[config.mk]
export PLATFORM = sky130hd
export DESIGN_NAME = hxfer_unit
export DESIGN_NICKNAME = d
export VERILOG_FILES = /design/src/rtl/hxfer_pkg.sv /design/src/rtl/hxfer_decode.sv /design/src/rtl/hxfer_extend.sv /design/src/rtl/hxfer_unit.sv
export SDC_FILE = /design/constraint.sdc
export NUM_CORES = 1
export LEC_CHECK = 0
export BUFFER_PORTS_ARGS = -buffer_cell sky130_fd_sc_hd__buf_2
export CORE_MARGIN = 2
export CORE_UTILIZATION = 46
export CTS_CLUSTER_SIZE = 16
export DETAILED_ROUTE_END_ITERATION = 16
export PLACE_DENSITY = 0.79
export SLEW_MARGIN = 20
export SYNTH_ARGS = -nofsm -noshare
export SYNTH_HDL_FRONTEND = slang
export SYNTH_SLANG_ARGS = --single-unit
[constraint.sdc]
create_clock -name clk -period 4.7 [get_ports clk]
set_clock_uncertainty 0.15 [all_clocks]
set_input_delay 0.235 -clock clk [delete_from_list [all_inputs] [get_ports clk]]
set_output_delay 0.235 -clock clk [all_outputs]
set_load 0.01 [all_outputs]
[src/rtl/hxfer_pkg.sv]
package hxfer_pkg;
  typedef enum logic [1:0] {
    XT_SWAP  = 2'b00,
    XT_UHALF = 2'b01,
    XT_SBYTE = 2'b10,
    XT_SHALF = 2'b11
  } xt_e;

  typedef struct packed {
    logic       pre;
    logic       up;
    logic       wb;
    logic       load;
    xt_e        kind;
    logic [3:0] rn;
    logic [3:0] rd;
  } op_t;
endpackage

[src/rtl/hxfer_decode.sv]
module hxfer_decode
  import hxfer_pkg::*;
#(
  parameter int DW = 32
) (
  input  logic [31:0]   instr,
  input  logic [DW-1:0] base_val,
  input  logic [DW-1:0] reg_off,
  output op_t           op,
  output logic          illegal,
  output logic [DW-1:0] addr,
  output logic [DW-1:0] new_base
);
  logic [DW-1:0] offset;

  always_comb begin
    op.pre  = instr[24];
    op.up   = instr[23];
    op.wb   = instr[21];
    op.load = instr[20];
    op.kind = xt_e'(instr[6:5]);
    op.rn   = instr[19:16];
    op.rd   = instr[15:12];
  end

  // split immediate vs register offset
  assign offset   = instr[22] ? DW'({instr[11:8], instr[3:0]}) : reg_off;
  // direction
  assign new_base = op.up ? (base_val + offset) : (base_val - offset);
  // index timing
  assign addr     = op.pre ? new_base : base_val;

  // encoding checks
  assign illegal = (instr[27:25] != 3'b000) || !instr[7] || !instr[4] ||
                   (op.kind == XT_SWAP) || (!op.pre && op.wb) ||
                   (!op.load && op.kind != XT_UHALF);
endmodule

[src/rtl/hxfer_extend.sv]
module hxfer_extend
  import hxfer_pkg::*;
#(
  parameter int DW = 32,
  localparam int NLANE = DW / 8,
  localparam int LW = $clog2(NLANE)
) (
  input  xt_e           kind,
  input  logic [LW-1:0] lane,
  input  logic [DW-1:0] rdata,
  output logic [DW-1:0] ext
);
  logic [DW-1:0] sh_b;
  logic [DW-1:0] sh_h;

  assign sh_b = rdata >> {lane, 3'b000};
  assign sh_h = rdata >> {lane[LW-1:1], 4'b0000};

  // widening rules
  always_comb begin
    case (kind)
      XT_UHALF: ext = {{(DW-16){1'b0}}, sh_h[15:0]};
      XT_SBYTE: ext = {{(DW-8){sh_b[7]}}, sh_b[7:0]};
      XT_SHALF: ext = {{(DW-16){sh_h[15]}}, sh_h[15:0]};
      default:  ext = '0;
    endcase
  end
endmodule

[src/rtl/hxfer_unit.sv]
module hxfer_unit
  import hxfer_pkg::*;
#(
  parameter int DW = 32,
  localparam int NLANE = DW / 8,
  localparam int LW = $clog2(NLANE)
) (
  input  logic             clk,
  input  logic             rst,
  input  logic             start,
  input  logic [31:0]      instr,
  input  logic [DW-1:0]    base_val,
  input  logic [DW-1:0]    reg_off,
  input  logic [DW-1:0]    st_data,
  output logic [3:0]       off_idx,
  output logic             busy,
  output logic             mem_req,
  output logic             mem_we,
  output logic [DW-1:0]    mem_addr,
  output logic [NLANE-1:0] mem_be,
  output logic [DW-1:0]    mem_wdata,
  input  logic             mem_ack,
  input  logic [DW-1:0]    mem_rdata,
  output logic             done,
  output logic             err,
  output logic [3:0]       rd_idx,
  output logic             rd_we,
  output logic [DW-1:0]    rd_val,
  output logic [3:0]       rn_idx,
  output logic             rn_we,
  output logic [DW-1:0]    rn_val
);
  op_t              op_c, op_q;
  logic             ill_c;
  logic [DW-1:0]    addr_c, nb_c, nb_q, ext_c;
  logic [NLANE-1:0] be_c;

  hxfer_decode #(.DW(DW)) dec_i (
    .instr(instr), .base_val(base_val), .reg_off(reg_off),
    .op(op_c), .illegal(ill_c), .addr(addr_c), .new_base(nb_c)
  );

  hxfer_extend #(.DW(DW)) ext_i (
    .kind(op_q.kind), .lane(mem_addr[LW-1:0]), .rdata(mem_rdata), .ext(ext_c)
  );

  assign off_idx = instr[3:0];
  assign rd_idx  = op_q.rd;
  assign rn_idx  = op_q.rn;

  // lane enables
  assign be_c = (op_c.kind == XT_SBYTE) ? (NLANE'(1) << addr_c[LW-1:0])
                                        : (NLANE'(3) << {addr_c[LW-1:1], 1'b0});

  always_ff @(posedge clk) begin
    if (rst) begin
      busy      <= 1'b0;
      mem_req   <= 1'b0;
      mem_we    <= 1'b0;
      mem_addr  <= '0;
      mem_be    <= '0;
      mem_wdata <= '0;
      done      <= 1'b0;
      err       <= 1'b0;
      rd_we     <= 1'b0;
      rn_we     <= 1'b0;
      rd_val    <= '0;
      rn_val    <= '0;
      nb_q      <= '0;
      op_q      <= '0;
    end else begin
      done  <= 1'b0;
      err   <= 1'b0;
      rd_we <= 1'b0;
      rn_we <= 1'b0;
      if (!busy) begin
        if (start) begin
          if (ill_c) begin
            err <= 1'b1;
          end else begin
            busy      <= 1'b1;
            op_q      <= op_c;
            nb_q      <= nb_c;
            mem_req   <= 1'b1;
            mem_we    <= !op_c.load;
            mem_addr  <= addr_c;
            mem_be    <= be_c;
            mem_wdata <= {(NLANE/2){st_data[15:0]}};
          end
        end
      end else if (mem_ack) begin
        busy    <= 1'b0;
        mem_req <= 1'b0;
        done    <= 1'b1;
        rd_val  <= ext_c;
        rd_we   <= op_q.load;
        rn_val  <= nb_q;
        rn_we   <= !op_q.pre || op_q.wb;
      end
    end
  end

  AST_REQ_HOLD: assert property (@(posedge clk) disable iff (rst)
    (mem_req && !mem_ack) |=> (mem_req && $stable(mem_addr) && $stable(mem_be)));
  AST_DONE_ONE: assert property (@(posedge clk) disable iff (rst)
    done |=> !done);
  AST_ERR_QUIET: assert property (@(posedge clk) disable iff (rst)
    err |-> (!mem_req && !done && !rd_we && !rn_we));
  AST_HALF_BE: assert property (@(posedge clk) disable iff (rst)
    (mem_req && op_q.kind != XT_SBYTE) |-> ($countones(mem_be) == 2));
  AST_SBYTE_EXT: assert property (@(posedge clk) disable iff (rst)
    (done && rd_we && op_q.kind == XT_SBYTE) |-> (rd_val[DW-1:8] == {(DW-8){rd_val[7]}}));
  AST_POST_WB: assert property (@(posedge clk) disable iff (rst)
    (done && !op_q.pre) |-> rn_we);
endmodule

==> results.yml <==
sta:
  drv_slew: 0
  rsz0062_at_grt: "false"
  timing.final.crit_share: 0.892
  maxSlewHeadroom: 0.308
  worst_pin_slew_ns: 1.04
  finalSetupTns_ns: 0
  finalSetupViolCount: 0
  fmax_ghz: 0.238
  hold_viol_final: 0
  period_needed_ns: 4.19
  hold_ws_ns: 0.0277
routing:
  route.detailed.drc: 0
  top_layer_used: "met4"
  wirelength_mm: 27.6
  wl_met2_mm: 12.7
  wl_met3_mm: 1.84
  ant_nets: 0
  wire_per_inst_um: 15.8
  via_per_inst: 5.46
  vias: 9524
  wl_met1_mm: 11.9
  first_iter_violations: 617
  drt_first_pass_iters: 5
pwr:
  power_density_nw_per_um2: 306
  p_leak_nw: 5.08
  ir_drop_v: 0.000174
clock_tree:
  htreeDepth: 4
  cts_tree: "yes"
  clk_path_buf_depth: 2
  cts-root-buf: "clkbuf_16"
  clock-sinks: 153
  clk_latency_ns: 0.42
  numCtsBuffers: 17
  clkTransAtPathRegs_ns: 0.06
run_status:
  outcome: "finished, final reports clean"
die:
  fp.dieW_um: 145
  rows: 51
  initial_core_util: 0.469
  dieArea_um2: 21000
  ios: 315
  die_y_um: 145
  core_um2: 19500
synth:
  synthAdderAreaFrac: 0.0556
  synth.top_cell.area_share: 0.335
  synth-seq-cells: 153
  synth_top_flop_cell: "dfxtp_1"
  yosysSeqAreaShare: 0.335
  yosys_warnings: 0
  synth_area_leaders: "dfxtp_1 34%, a21oi_1 9.6%, nand2_1 8.8%"
  muxShareOfSynthArea: 0.0426
  synth_edf_count: 0
  synthesis.nets: 1407
  netlist_instances: 1203
  synth_top_family_by_area: "compound AO/OA/AOI/OAI gates"
  syn_area_um2: 9130
  synthXorXnorAreaFrac: 0.0364
  ys_top_cells_by_count: "215 x nand2_1, 176 x a21oi_1, 153 x dfxtp_1, 108 x nor2_1, 53 x o21ai_0"
  synth_compound_area_frac: 0.233
  syn_area_per_cell_um2: 7.59
  synth_simple_gate_area_frac: 0.220
  yosysMostFrequentCell: "nand2_1"
  yosysTopAreaCell: "dfxtp_1"
  ys_async_sr_fraction: 0
  ys_types: 72
grt:
  grt_pass1_wl_mm: 44.3
  grt_overflow: 0
  grt_max_degree: 74
  grt_use_total: 0.255
  antenna_found_initial: 1
  grt_pass1_vias: 8752
critical_path:
  path_delay_family: "compound AO/OA/AOI/OAI gates"
  endpoint_kind: "flip-flop"
  worstPathRequired_ns: 4.88
  cp_slowest_stage_delay_ns: 0.46
  crit_buf_inv: 2
  cp_cell_sequence: "buf_2 > mux2i_1 > ha_1 > o21ai_0 > nor2_1 > and3b_1 > and2b_1 > nor2_2 > nor2_1 > buf_4 > a311oi_1 > ha_1 > and2_1 > nand3_1 > a2111o_1 > a211oi_1 > a21oi_1 > xnor2_1 > nand2_1 > a211oi_1"
  startpoint_type: "input port"
  path_max_fanout: 9
  crit_type: "in -> reg"
  worstPathArrival_ns: 4.38
  slowest_stage: "a2111o_1"
finish:
  fin_nets: 1671
  drive_gt1_frac: 0.254
  layout.cells.non_filler: 1745
  finish.utilization: 0.594
  area_growth_pct: 26.6
flow_run:
  cap_viol_max_count: 0
placement:
  post-place-cells: 1677
  gp_congestion: 0.935
  dp_hpwl_mm: 20.2
  port_buffers: 294
hold_path:
  hp-class: "in -> reg"
path summary, 6_finish.rpt:
kind / startpoint / endpoint / slack (ns) / cells after the start
worst min register to register: nb_q[25]$_SDFFE_PP0P_ / rn_val[25]$_SDFFE_PP0P_ / 0.29 / 2
worst max register to register: mem_addr[1]$_SDFFE_PP0P_ / rd_val[11]$_SDFFE_PP0P_ / 2.21 / 5
worst max-delay path: instr[22] / mem_addr[24]$_SDFFE_PP0P_ / 0.51 / 20
worst min-delay path: base_val[31] / mem_addr[31]$_SDFFE_PP0P_ / 0.03 / 3
registers in the layout, summed over array words and instances (netlist names):
register	flops
rn_we	1
rn_val	32
busy	1
err	1
mem_be	4
nb_q	32
mem_wdata	16
rd_we	1
mem_addr	32
rd_idx	4
rn_idx	4
op_q	5
mem_req	1
mem_we	1
rd_val	17
done	1
what timing repair did:
item / 4_1_cts / 5_1_grt
resized for setup: 0 / 2
buffers inserted: 0 / 0
hold buffers: 36 / 0
endpoints found under the hold margin: 36 / 0
setup endpoints to repair: 0 / 2
cells by family (layout without fill, tap and decap cells):
family / after synthesis / count (layout)
compound gates: 349 / 349
fa+ha+maj: 40 / 40
simple gates: 453 / 453
other cells: 0 / 1
mux: 38 / 38
xor+xnor: 38 / 38
flops: 153 / 153
buf+inv: 132 / 408
layout make-up:
cell class,count,area [um2]
Antenna cell,1,2.50
Clock buffer,20,457
Clock inverter,11,194
Fill cell,1772,7900
Inverter,20,75.1
Multi-Input combinational cell,918,5380
Sequential cell,153,3060
Tap cell,265,332
Timing Repair Buffer,357,2060
placed cells by master, fill, tap and decap left out, types with 3 or more instances in the layout:
cell / count
buf_2: 293
nand2_1: 215
a21oi_1: 175
dfxtp_1: 153
nor2_1: 107
o21ai_0: 53
ha_1: 39
dlygate4sd3_1: 36
mux2i_1: 31
nor3_1: 27
xnor2_1: 27
buf_4: 26
a211oi_1: 24
nand3_1: 21
inv_1: 19
a31oi_1: 18
clkbuf_16: 17
nand2b_1: 15
a21o_1: 15
xor2_1: 11
o21a_1: 10
nor2b_1: 8
and3_1: 8
nand4_1: 8
or3_1: 7
nor4_1: 7
mux2_2: 7
o21bai_1: 6
and2_1: 6
bufinv_16: 5
a311oi_1: 4
o22ai_1: 4
o211ai_1: 4
o31a_1: 3
nor3b_1: 3
a41oi_1: 3
o31ai_1: 3
nand3b_1: 3
and4_1: 3
through the flow:
step / cell area (um2) / worst slack (ns) / total power, mW
2_1_floorplan: 9140 / 0.0249 / 1.81
3_3_place_gp: 10500 / 0.154 / 2.02
3_5_place_dp: 10500 / 0.0479 / 2.02
4_1_cts: 11600 / 0.454 / 3.55
5_1_grt: 11600 / 0.0852 / 3.70
6_report: 11600 / 0.505 / 3.54
worst reg2reg max path: stages (launching register included):
cell     delay, ns
dfxtp_1       0.85
mux2i_1       0.27
or4b_2        0.66
o21ai_0       0.11
nor2_1        0.17
a21oi_1       0.20
metal layers:
layer / global-route usage / vias up
met5: 0 / -
met4: 0.111 / 0
met3: 0.0500 / 68
met2: 0.419 / 394
met1: 0.327 / 4349
li1: - / 4713
power by group:
group / internal, mW / total, mW / switching, mW
clock: 0.970 / 1.51 / 0.536
combinational: 0.304 / 0.732 / 0.428
sequential: 1.30 / 1.30 / 0.00288
total: 2.58 / 3.54 / 0.966
(Power assumes the default switching activity.)
